## src/rtl/srp_pkg.sv

```systemverilog
// Shared constants, phase type and width helpers for the serial register port.
// Assumes a 7-bit address in the command byte and registers of at most 3 bytes.
package srp_pkg;
    localparam int CMD_ADDR_W = 7;
    localparam int MAX_BYTES  = 3;
    localparam int DATA_W     = 8 * MAX_BYTES;
    localparam int BITS_W     = $clog2(DATA_W + 1);
    localparam int BYTES_W    = $clog2(MAX_BYTES + 1);

    typedef enum logic [1:0] {PH_CMD, PH_WDATA, PH_RDATA} phase_e;

    // Register width in bits from its address; zero marks an unmapped address.
    function automatic logic [BITS_W-1:0] reg_bits(input logic [CMD_ADDR_W-1:0] addr,
                                                   input int num_regs);
        if (int'(addr) >= num_regs) return '0;
        case (addr[1:0])
            2'd0:    return BITS_W'(8);
            2'd1:    return BITS_W'(12);
            2'd2:    return BITS_W'(16);
            default: return BITS_W'(DATA_W);
        endcase
    endfunction

    // Bytes on the wire for a width; an unmapped register still takes one byte.
    function automatic logic [BYTES_W-1:0] reg_bytes(input logic [BITS_W-1:0] bits);
        if (bits == '0) return BYTES_W'(1);
        return BYTES_W'((int'(bits) + 7) / 8);
    endfunction

    // Mask with the low 'bits' bits set.
    function automatic logic [DATA_W-1:0] width_mask(input logic [BITS_W-1:0] bits);
        logic [DATA_W-1:0] m;
        for (int i = 0; i < DATA_W; i++) m[i] = (i < int'(bits));
        return m;
    endfunction
endpackage

```

## src/rtl/srp_sync_edge.sv

```systemverilog
// Brings cs_n, sclk and din into the clk domain through equal-depth
// synchronizers and flags sclk edges. Assumes sclk half periods are several
// clk cycles long and SYNC_STAGES >= 2.
module srp_sync_edge #(
    parameter int SYNC_STAGES = 2
) (
    input  logic clk,
    input  logic rst_n,
    input  logic cs_n,
    input  logic sclk,
    input  logic din,
    output logic cs_hi,
    output logic sclk_fall,
    output logic sclk_rise,
    output logic din_s
);
    logic [SYNC_STAGES-1:0] cs_pipe, sclk_pipe, din_pipe;
    logic                   sclk_prev;

    // Shift the three pins through their synchronizer chains.
    always_ff @(posedge clk) begin
        if (!rst_n) begin
            cs_pipe   <= '1;
            sclk_pipe <= '1;
            din_pipe  <= '0;
            sclk_prev <= 1'b1;
        end else begin
            cs_pipe   <= {cs_pipe[SYNC_STAGES-2:0], cs_n};
            sclk_pipe <= {sclk_pipe[SYNC_STAGES-2:0], sclk};
            din_pipe  <= {din_pipe[SYNC_STAGES-2:0], din};
            sclk_prev <= sclk_pipe[SYNC_STAGES-1];
        end
    end

    assign cs_hi     = cs_pipe[SYNC_STAGES-1];
    assign din_s     = din_pipe[SYNC_STAGES-1];
    assign sclk_fall = sclk_prev & ~sclk_pipe[SYNC_STAGES-1];
    assign sclk_rise = ~sclk_prev & sclk_pipe[SYNC_STAGES-1];

    // a falling edge is never flagged in two cycles running
    assert_single_fall_R2: assert property (@(posedge clk) disable iff (!rst_n)
        sclk_fall |=> !sclk_fall) else $error("double falling edge");
endmodule

```

## src/rtl/srp_frame_ctrl.sv

```systemverilog
// Frame sequencer: assembles bytes from sampled din, decodes the command,
// counts data bytes against the addressed width, strobes the register bus
// and enforces the post-byte commit window. Chip select high aborts.
module srp_frame_ctrl
    import srp_pkg::*;
#(
    parameter int NUM_REGS   = 48,
    parameter int GAP_CYCLES = 12
) (
    input  logic                  clk,
    input  logic                  rst_n,
    input  logic                  cs_hi,
    input  logic                  sclk_fall,
    input  logic                  din_s,
    output logic [CMD_ADDR_W-1:0] reg_addr,
    output logic                  reg_wr,
    output logic [DATA_W-1:0]     reg_wdata,
    output logic                  reg_rd,
    output logic                  rd_load,
    output logic                  rd_active,
    output logic [BITS_W-1:0]     rd_bits,
    output logic [BYTES_W-1:0]    rd_bytes
);
    localparam int GAP_W = $clog2(GAP_CYCLES + 1);

    phase_e                phase;
    logic [2:0]            bit_cnt;
    logic [BYTES_W-1:0]    byte_idx;
    logic [BYTES_W-1:0]    nbytes;
    logic [BITS_W-1:0]     nbits;
    logic [CMD_ADDR_W-1:0] addr_q;
    logic [DATA_W-1:0]     shreg;
    logic [GAP_W-1:0]      guard;

    logic [DATA_W-1:0]     next_shift;
    logic [BITS_W-1:0]     cmd_bits;
    logic                  accept, byte_done, last_byte;

    // Combinational view of the incoming bit and the decoded command width.
    always_comb begin
        next_shift = {shreg[DATA_W-2:0], din_s};
        cmd_bits   = reg_bits(next_shift[CMD_ADDR_W-1:0], NUM_REGS);
        accept     = sclk_fall && (guard == '0) && !cs_hi;
        byte_done  = (bit_cnt == 3'd7);
        last_byte  = (byte_idx == nbytes - BYTES_W'(1));
    end

    // Frame state machine, bit and byte counting, bus strobes and commit window.
    always_ff @(posedge clk) begin
        if (!rst_n) begin
            phase     <= PH_CMD;
            bit_cnt   <= '0;
            byte_idx  <= '0;
            nbytes    <= BYTES_W'(1);
            nbits     <= '0;
            addr_q    <= '0;
            shreg     <= '0;
            guard     <= '0;
            reg_wr    <= 1'b0;
            reg_rd    <= 1'b0;
            rd_load   <= 1'b0;
            reg_wdata <= '0;
        end else begin
            reg_wr  <= 1'b0;
            reg_rd  <= 1'b0;
            rd_load <= 1'b0;
            if (guard != '0) guard <= guard - GAP_W'(1);
            if (cs_hi) begin
                phase    <= PH_CMD;
                bit_cnt  <= '0;
                byte_idx <= '0;
                guard    <= '0;
            end else if (accept) begin
                shreg   <= next_shift;
                bit_cnt <= bit_cnt + 3'd1;
                if (byte_done) begin
                    case (phase)
                        PH_CMD: begin
                            addr_q   <= next_shift[CMD_ADDR_W-1:0];
                            nbits    <= cmd_bits;
                            nbytes   <= reg_bytes(cmd_bits);
                            byte_idx <= '0;
                            if (next_shift[7]) begin
                                phase <= PH_WDATA;
                            end else begin
                                phase   <= PH_RDATA;
                                rd_load <= 1'b1;
                                reg_rd  <= (cmd_bits != '0);
                            end
                        end
                        PH_WDATA: begin
                            if (last_byte) begin
                                phase <= PH_CMD;
                                if (nbits != '0) begin
                                    reg_wr    <= 1'b1;
                                    reg_wdata <= next_shift & width_mask(nbits);
                                end
                            end else begin
                                byte_idx <= byte_idx + BYTES_W'(1);
                                guard    <= GAP_W'(GAP_CYCLES);
                            end
                        end
                        default: begin
                            if (last_byte) phase <= PH_CMD;
                            else           byte_idx <= byte_idx + BYTES_W'(1);
                        end
                    endcase
                end
            end
        end
    end

    assign reg_addr  = addr_q;
    assign rd_active = (phase == PH_RDATA);
    assign rd_bits   = nbits;
    assign rd_bytes  = nbytes;

    // writes only reach mapped registers
    assert_wr_mapped_R9: assert property (@(posedge clk) disable iff (!rst_n)
        reg_wr |-> (int'(reg_addr) < NUM_REGS)) else $error("write to unmapped address");
    // one write strobe per frame, never back to back
    assert_wr_pulse_R2: assert property (@(posedge clk) disable iff (!rst_n)
        reg_wr |=> !reg_wr) else $error("write strobe longer than one cycle");
    // write data never carries bits above the addressed width
    assert_wr_fits_R4: assert property (@(posedge clk) disable iff (!rst_n)
        reg_wr |-> ((reg_wdata & ~width_mask(reg_bits(reg_addr, NUM_REGS))) == '0))
        else $error("write data wider than register");
    // chip select high returns to command phase with no write
    assert_abort_cmd_R7: assert property (@(posedge clk) disable iff (!rst_n)
        cs_hi |=> (phase == PH_CMD && bit_cnt == 3'd0 && !reg_wr))
        else $error("abort did not reset frame");
    // no write can complete inside the commit window
    assert_gap_no_wr_R8: assert property (@(posedge clk) disable iff (!rst_n)
        (guard != '0) |-> !reg_wr) else $error("write inside commit window");
endmodule

```

## src/rtl/srp_read_shift.sv

```systemverilog
// Read serializer: loads the returned word, masked to the register width and
// left-aligned to the frame's byte count, and shifts it out MSB first on
// rising sclk edges while the frame is in its read phase.
module srp_read_shift
    import srp_pkg::*;
(
    input  logic               clk,
    input  logic               rst_n,
    input  logic               cs_hi,
    input  logic               sclk_rise,
    input  logic               rd_active,
    input  logic               rd_load,
    input  logic [BITS_W-1:0]  rd_bits,
    input  logic [BYTES_W-1:0] rd_bytes,
    input  logic [DATA_W-1:0]  reg_rdata,
    output logic               dout
);
    logic [DATA_W-1:0] shreg;
    logic [DATA_W-1:0] aligned;

    // Zero the bits above the width, then move the word to the top of the frame.
    always_comb begin
        aligned = (reg_rdata & width_mask(rd_bits)) << (8 * (MAX_BYTES - int'(rd_bytes)));
    end

    // Load on the read strobe, shift one bit per rising edge in the read phase.
    always_ff @(posedge clk) begin
        if (!rst_n) begin
            shreg <= '0;
            dout  <= 1'b0;
        end else if (cs_hi) begin
            shreg <= '0;
            dout  <= 1'b0;
        end else if (rd_load) begin
            shreg <= aligned;
        end else if (sclk_rise) begin
            if (rd_active) begin
                dout  <= shreg[DATA_W-1];
                shreg <= {shreg[DATA_W-2:0], 1'b0};
            end else begin
                dout <= 1'b0;
            end
        end
    end

    // the serial output is quiet once chip select is seen high
    assert_idle_dout_R10: assert property (@(posedge clk) disable iff (!rst_n)
        cs_hi |=> !dout) else $error("dout active after deselect");
    // a load is a single-cycle event
    assert_load_pulse_R5: assert property (@(posedge clk) disable iff (!rst_n)
        rd_load |=> !rd_load) else $error("read load longer than one cycle");
endmodule

```

## src/rtl/srp_port.sv

```systemverilog
// Top of the command-byte serial register port: synchronizer, frame
// sequencer and read serializer. The register file sits outside and must
// return reg_rdata combinationally in the cycle reg_rd is high.
module srp_port
    import srp_pkg::*;
#(
    parameter int NUM_REGS    = 48,
    parameter int GAP_CYCLES  = 12,
    parameter int SYNC_STAGES = 2
) (
    input  logic                  clk,
    input  logic                  rst_n,
    input  logic                  cs_n,
    input  logic                  sclk,
    input  logic                  din,
    output logic                  dout,
    output logic                  dout_oe,
    output logic [CMD_ADDR_W-1:0] reg_addr,
    output logic                  reg_wr,
    output logic [DATA_W-1:0]     reg_wdata,
    output logic                  reg_rd,
    input  logic [DATA_W-1:0]     reg_rdata
);
    logic               cs_hi, sclk_fall, sclk_rise, din_s;
    logic               rd_load, rd_active;
    logic [BITS_W-1:0]  rd_bits;
    logic [BYTES_W-1:0] rd_bytes;

    srp_sync_edge #(.SYNC_STAGES(SYNC_STAGES)) u_sync (
        .clk(clk), .rst_n(rst_n), .cs_n(cs_n), .sclk(sclk), .din(din),
        .cs_hi(cs_hi), .sclk_fall(sclk_fall), .sclk_rise(sclk_rise), .din_s(din_s)
    );

    srp_frame_ctrl #(.NUM_REGS(NUM_REGS), .GAP_CYCLES(GAP_CYCLES)) u_ctrl (
        .clk(clk), .rst_n(rst_n), .cs_hi(cs_hi), .sclk_fall(sclk_fall), .din_s(din_s),
        .reg_addr(reg_addr), .reg_wr(reg_wr), .reg_wdata(reg_wdata), .reg_rd(reg_rd),
        .rd_load(rd_load), .rd_active(rd_active), .rd_bits(rd_bits), .rd_bytes(rd_bytes)
    );

    srp_read_shift u_rdsh (
        .clk(clk), .rst_n(rst_n), .cs_hi(cs_hi), .sclk_rise(sclk_rise),
        .rd_active(rd_active), .rd_load(rd_load), .rd_bits(rd_bits),
        .rd_bytes(rd_bytes), .reg_rdata(reg_rdata), .dout(dout)
    );

    // The pad enable follows the pin directly so the line floats at once.
    assign dout_oe = ~cs_n;

    // a bus read strobe only ever accompanies a mapped address
    assert_rd_mapped_R1: assert property (@(posedge clk) disable iff (!rst_n)
        reg_rd |-> (int'(reg_addr) < NUM_REGS)) else $error("read of unmapped address");
endmodule

```

## config.mk

```make
export PLATFORM = sky130hd
export DESIGN_NAME = srp_port
export DESIGN_NICKNAME = d
export VERILOG_FILES = /design/src/rtl/srp_pkg.sv /design/src/rtl/srp_sync_edge.sv /design/src/rtl/srp_frame_ctrl.sv /design/src/rtl/srp_read_shift.sv /design/src/rtl/srp_port.sv
export SDC_FILE = /design/constraint.sdc
export NUM_CORES = 1
export LEC_CHECK = 0
export ABC_AREA = 1
export BUFFER_PORTS_ARGS = -buffer_cell sky130_fd_sc_hd__clkbuf_2
export CORE_AREA = 3 3 100 102
export CTS_CLUSTER_DIAMETER = 40
export DETAILED_ROUTE_END_ITERATION = 16
export DIE_AREA = 0 0 103 105
export GPL_ROUTABILITY_DRIVEN = 0
export PLACE_DENSITY_LB_ADDON = 0.2
export REMOVE_ABC_BUFFERS = 1
export SETUP_SLACK_MARGIN = 0.5
export SYNTH_ARGS = -nofsm -noshare
export SYNTH_HDL_FRONTEND = slang
export SYNTH_SLANG_ARGS = --single-unit
export TNS_END_PERCENT = 1
```

## constraint.sdc

```tcl
create_clock -name clk -period 1.6 [get_ports clk]
set_input_delay 0.08 -clock clk [delete_from_list [all_inputs] [get_ports clk]]
set_output_delay 0.08 -clock clk [all_outputs]
set_load 0.1 [all_outputs]
```

==> metrics, run 1 <==
Ports=64; final WL=roughly 11 mm; status=finished, final reports clean; Tmin final=1490 ps; Worst Path Required=between 1500 and 2000 ps; initial antenna violation count=0; Synth top area share=between 40% and 50%; Worst R2R Path Depth=9; Leak Pwr=roughly 2.5 nW; Vias/cell=5.35; Final Core Density=66.7%; syn avg cell area=~7.1 um2; Synth Area in Compound Gates=16.1%; routed length per instance=between 10 and 15 um; Post-Synth XOR/XNOR Area=less than 1%; hold depth=5; TritonRoute pass-1 iters=5; commonest cells in the netlist=128 x nand2_1, 105 x dfxtp_1, 75 x a21oi_1, 75 x nand3_1, 66 x inv_1; H-Tree Depth=3; WP data arrival=1800 ps; Post CTS Setup Buffer Count=0; crit path max fanout=10; Final ANT Viol Nets=0; Peak Freq=between 600 and 700 MHz; Slew headroom=between 60% and 70%; GRT Util Overall=between 20% and 30%; pins over their slew limit=0; routed vias=4528; CP peak stage delay=around 340 ps; hold violation count in the final report=0; Tightest Pin Transition=between 500 and 600 ps; final HPWL from detailed placement=7.73 mm; Syn. warnings=0; synthesized area=0.00469 mm2; Most used DFF post-synth=dfxtp_1; CTS tree=done; Post-Synth Adder-Cell Area=approximately 1.3%; RSZ-0062 raised after global routing=yes; area grow syn2layout=30.6%; Synth area leaders=dfxtp_1 45%, nand2_1 10%, a21oi_1 8.0%; Netlist cell types=32; GR Overflow Total=0; Reg2Reg Launch Point=u_ctrl.guard[0]; min-delay src=reg_rdata[9]; worst hold endpoint=u_rdsh.shreg[17]; Post-Synth Simple-Gate Area=27.7%; leading area contributor after synthesis=dfxtp_1; # diodes=0; synthesized flop and latch total=~110; Post-synth ARST share=0%; critical path cell sequence=inv_2 > ha_4 > nand2_4 > nor2_8 > nand2_2 > nor2_4 > buf_12 > nand2_1 > a21oi_1; Slowest-stage cell, CP=dfxtp_2; CTS sink count=around 110; count leader, synth=nand2_1; max capacitance violation total=0; Reg2Reg Capture Point=u_ctrl.reg_addr[4]; Clock Root Buffer=clkbuf_8; DRC=0; EDFF count, synth=0; power density cells=between 700 and 800 mW/mm2; initial DRC count=230; first-pass GRT wire length=~19 mm; Reg clk slew, reported paths=approximately 110 ps; largest net degree at the start of global routing=78; proportion of layout cells with a drive suffix above 1=between 20% and 30%; worst setup path category=flip-flop to flip-flop; Seq/Total Area, Yosys=44.8%; Hold Crit Class=primary input to flip-flop; crit path capture type=flip-flop; Die ar.=between 0.01 and 0.015 mm2; Initial Utilization=about half; Final Cycle Share=between 90 and 100%; clock latency on the worst-skew pair=~370 ps; fillers=a little under 800; CTS Buf Count=9; Nets=between 700 and 800; VDD IR max=about 0.00051 V; Worst Skew=10.2 ps; Max clock buf depth=2; chip height=roughly 110 um; FP Rows=35; CP Launch Type=flip-flop; largest family of logic cells by synthesized area=simple AND/OR/NAND/NOR gates; CORE AREA=around 0.009 mm2; Post-Synthesis Cells=roughly 660; setup violators final=0; multiplexer area fraction after synthesis=0%; I/O Buffers=63; r2r setup slk=about 110 ps; Die Wd=between 100 and 150 um; vias in the first global route=about 4.2k; worst hold margin=around 56 ps
==> final cells by class <==
class / instances / area, um2 / share of cell area [%]
clock buffers: 9 / 124 / 2.02
clock inverters: 7 / 113 / 1.84
inverters: 68 / 262 / 4.27
multi-input cells: 443 / 2380 / 38.8
flip-flops and latches: 105 / 2120 / 34.7
well taps: 111 / 139 / 2.27
repair buffers: 103 / 990 / 16.1
==> worst max-delay path: cells and delay by family, from the launching register on <==
family	cells	cell delay (ps)
and+or+nand+nor	5	560
buffers and inverters	2	230
DFF	1	340
AOI/OAI and AO/OA	1	120
adders and majority gates	1	180
==> state kept, by name, indices dropped and copies added, names as in the netlist, 2 cells and up <==
signal,count
u_ctrl.reg_addr,7
u_sync.sclk_pipe,2
u_ctrl.rd_bytes,2
u_ctrl.shreg,23
u_ctrl.rd_bits,3
u_sync.din_pipe,2
u_ctrl.phase,2
u_ctrl.byte_idx,2
u_ctrl.reg_wdata,24
u_ctrl.guard,4
u_ctrl.bit_cnt,3
u_sync.cs_pipe,2
u_rdsh.shreg,24
==> stage by stage <==
step | power [mW] | setup WS, ps | setup TNS, ps | instance area (um2) | cells
2_1_floorplan | 2.75 | -387 | -15040 | 4500 | 616
3_3_place_gp | 2.84 | 98.8 | 0 | 5260 | 822
3_5_place_dp | 2.84 | 15.8 | 0 | 5260 | 822
4_1_cts | 4.72 | 103 | 0 | 5610 | 846
5_1_grt | 4.89 | -19.1 | -50.1 | 6130 | 846
6_report | 4.71 | 107 | 0 | 6130 | 846
==> report_power, final <==
part	total (mW)	internal, mW	switching (mW)
Sequential	2.63	2.62	0.00955
Combinational	0.175	0.0712	0.104
Clock	1.90	0.916	0.983
==> cell usage in the layout, fill, tap and decap left out, types with 3 or more instances in the layout <==
master and n:
a21oi_1 68, a21oi_2 7, a22oi_1 3, buf_12 8, buf_4 22, buf_6 27, buf_8 9, clkbuf_2 29
clkbuf_8 9, dfxtp_1 91, dfxtp_2 12, dlygate4sd3_1 8, ha_4 4, inv_1 60, inv_2 6, nand2_1 118
nand2_2 11, nand3_1 63, nand3_2 13, nand4_1 11, nor2_1 48, nor2_4 7, nor3_1 7, o21ai_0 54
o21ai_1 3, o21ai_2 3, o22ai_1 4, or2_2 4
==> how the worst max path moves through the flow <==
stage,endpoint,depth (start not counted),slack [ps],from
3_5_place_dp,u_ctrl.reg_wdata[11],10,20,u_ctrl.guard[0]
2_1_floorplan,u_rdsh.shreg[20],6,-390,u_sync.sclk_prev
6_report,u_ctrl.reg_addr[4],9,110,u_ctrl.guard[0]
5_1_grt,u_ctrl.rd_bytes[1],10,-20,u_ctrl.shreg[4]
3_3_place_gp,u_ctrl.rd_bytes[0],7,100,u_ctrl.shreg[4]
4_1_cts,u_ctrl.reg_wdata[11],10,100,u_ctrl.guard[1]
==> metal layers <==
| metal | global-route usage, % | vias up | share of wire (%) |
|---|---|---|---|
| li1 | - | 2311 | - |
| met5 | 0 | - | 0 |
| met1 | 29.4 | 2095 | 45 |
| met2 | 34.4 | 105 | 49 |
| met4 | 7.59 | 0 | 2.1 |
| met3 | 3.07 | 17 | 4.6 |
==> kinds of logic (layout without fill, tap and decap cells) <==
| family | count (synthesis) | in the layout |
|---|---|---|
| xor+xnor | 2 | 2 |
| buf+inv | 109 | 187 |
| compound gates | 147 | 147 |
| fa+ha+maj | 5 | 5 |
| flops | 105 | 105 |
| simple gates | 289 | 289 |
==> timing repair <==
action	in CTS	in global routing
setup endpoints to repair	132	132
endpoints found under the hold margin	8	0
pin swaps	0	14
hold buffers	8	0
resized for setup	8	228
No activity file was read; power rests on OpenSTA's default activity.
==> run 2, diff against run 1 <==
--- a/config.mk
+++ b/config.mk
@@ -8,11 +8,12 @@
 export ABC_AREA = 1
 export BUFFER_PORTS_ARGS = -buffer_cell sky130_fd_sc_hd__clkbuf_2
 export CORE_AREA = 3 3 100 102
-export CTS_CLUSTER_DIAMETER = 40
+export CTS_CLUSTER_DIAMETER = 100
 export DETAILED_ROUTE_END_ITERATION = 16
 export DIE_AREA = 0 0 103 105
 export GPL_ROUTABILITY_DRIVEN = 0
 export PLACE_DENSITY_LB_ADDON = 0.2
+export RECOVER_POWER = 25
 export REMOVE_ABC_BUFFERS = 1
 export SETUP_SLACK_MARGIN = 0.5
 export SYNTH_ARGS = -nofsm -noshare
==> run 2 against run 1 <==
Net effect:
- register-to-register slack is essentially flat
- non-clock buffer count unchanged
- power barely moved
- final area fell by 3.1%
- clock power is essentially flat
- global-route usage unchanged
- via count grew 0.53%
- routed wire length about the same
==> metrics, run 2 (same netlist as run 1, synthesis figures left out) <==
status=finished, final reports clean; clock latency on the worst-skew pair=roughly 370 ps; Reg2Reg Capture Point=u_ctrl.reg_addr[4]; DRC=0; routed length per instance=13.5 um; launch point of the worst path=u_ctrl.guard[0]; placed inst area=about 0.0053 mm2; worst setup path category=flip-flop to flip-flop; Leak Pwr=roughly 2.5 nW; CP Launch Type=flip-flop; Worst R2R Path Depth=8; Reg2Reg Launch Point=u_ctrl.guard[0]; GR Overflow Total=0; Slowest-stage cell, CP=dfxtp_2; Final Cycle Share=93.9%; TritonRoute pass-1 iters=5; power density cells=about 790 mW/mm2; H-Tree Depth=3; Critical path destination=u_ctrl.reg_addr[4]; largest net degree at the start of global routing=78; GRT Util Overall=21.6%; Nets=around 760; commonest non-fill, non-tap cells in the layout=118 x nand2_1, 91 x dfxtp_1, 68 x a21oi_1; pins over their slew limit=0; setup violators final=0; initial antenna violation count=0; Die ar.=between 0.01 and 0.015 mm2; final HPWL from detailed placement=just under 8 mm; Tmin final=~1500 ps; CTS sink count=about 110; hold violation count in the final report=0; CORE AREA=~0.0092 mm2; CTS Buf Count=9; r2r setup slk=about 100 ps; post-route cell area=approximately 0.0059 mm2; CTS tree=done; WP data arrival=roughly 1800 ps; proportion of layout cells with a drive suffix above 1=between 20 and 30%; initial DRC count=204; Peak Freq=666 MHz; routed vias=4552; max capacitance violation total=0; CP peak stage delay=between 300 and 400 ps; Worst Skew=11.4 ps; Final ANT Viol Nets=0; final std cells w/o fill=about 850; critical path cell sequence=inv_2 > ha_4 > nand2_4 > nor2_8 > nand3b_1 > buf_6 > nand2_1 > a21oi_1; Worst Path Required=about 1900 ps; crit path buf inv count=2; Reg clk slew, reported paths=110 ps; crit path max fanout=9; RSZ-0062 raised after global routing=yes; dpl ws=~16 ps; Die Wd=slightly above 100 um; delay-heaviest family, CP=simple AND/OR/NAND/NOR gates; Slew headroom=roughly 23%; Sw Ratio=roughly a quarter; Initial Utilization=about 51%; Placed Cells=822; Ports=64; Sequential Power Share=a little under three fifths; top flop regs=u_ctrl.reg_wdata x24, u_rdsh.shreg x24, u_ctrl.shreg x23; I/O Buffers=between 60 and 70; FP Rows=35; Vias/cell=around 5.4; chip height=between 100 and 150 um; vias in the first global route=between 4k and 5k; Logic pwr share=~3.7%; Post CTS Setup Buffer Count=0; crit path capture type=flip-flop; sw power=between 1 and 1.5 mW; commonest non-fill, non-tap cell in the layout=nand2_1; area grow syn2layout=26.6%; Clock Root Buffer=clkbuf_8; Tightest Pin Transition=~1200 ps; Setup WS post-layout=97.5 ps; Max clock buf depth=2; VDD IR max=a little over 0.0005 V; Int Power=about 3.6 mW; CP Depth=8; Hold Crit Class=primary input to flip-flop; first-pass GRT wire length=roughly 19 mm; Setup TNS=0 ps; final WL=around 11 mm; # diodes=0; clock power share=40.3%
==> run 2: changes by cell type in the layout (fill, tap and decap cells not counted) <==
cell | previous run | this run
buf_12 | 8 | 7
buf_6 | 27 | 6
buf_8 | 9 | 5
clkbuf_1 | 0 | 1
clkbuf_2 | 29 | 54
==> run 2: cell type report <==
| class | count | area, um2 |
|---|---|---|
| clock buffer | 9 | 124 |
| clock inverter | 7 | 113 |
| fill | 826 | 3250 |
| inverter | 68 | 262 |
| multi-input combinational | 443 | 2380 |
| sequential | 105 | 2120 |
| tap | 111 | 139 |
| timing repair buffer | 103 | 802 |
==> run 2: worst min path at each step <==
stage | to | depth (start not counted) | slack [ps] | start
2_1_floorplan | u_sync.sclk_prev | 1 | 150 | rst_n
6_report | u_rdsh.shreg[17] | 5 | 60 | reg_rdata[9]
4_1_cts | u_rdsh.shreg[23] | 5 | 50 | reg_rdata[23]
3_5_place_dp | u_sync.sclk_pipe[0] | 2 | 270 | sclk
5_1_grt | u_rdsh.shreg[18] | 5 | 80 | reg_rdata[10]
3_3_place_gp | u_sync.din_pipe[0] | 3 | 260 | din
==> run 2: layer usage <==
layer | wire length, um | GRT usage, % | up-vias
met5 | 0 | 0 | -
met4 | 240 | 7.59 | 0
met3 | 569 | 3.07 | 17
met2 | 5560 | 34.4 | 115
met1 | 5020 | 29.4 | 2108
li1 | - | - | 2312
==> run 2: through the flow <==
| stage | power [mW] | hold WS, ps | utilization, % |
|---|---|---|---|
| global route | 4.89 | 82.7 | 64.6 |
| CTS | 4.72 | 47.6 | 61.0 |
| finish | 4.71 | 64.9 | 64.6 |
| detailed placement | 2.84 | 271 | 57.2 |
| floorplan | 2.75 | 149 | - |
| global placement | 2.84 | 263 | 57.2 |
==> run 2: worst register-to-register path: stages, from the launching register on <==
cell and delay [ps]:
dfxtp_2 340, inv_2 80, ha_4 180, nand2_4 90, nor2_8 150, nand3b_1 210, buf_6 210, nand2_1 60
a21oi_1 60
==> run 2: power groups by stage <==
stage / logic, mW / registers (mW) / clock network, mW
3_5_place_dp: 0.145 / 2.69 / 0
3_3_place_gp: 0.142 / 2.69 / 0
6_report: 0.175 / 2.63 / 1.90
4_1_cts: 0.160 / 2.63 / 1.93
5_1_grt: 0.195 / 2.64 / 2.06
2_1_floorplan: 0.0525 / 2.69 / 0
==> run 2: what timing repair did <==
item	CTS	global route
pin swaps	0	14
hold buffers	8	0
endpoints found under the hold margin	8	0
resized for setup	8	228
setup endpoints to repair	132	132
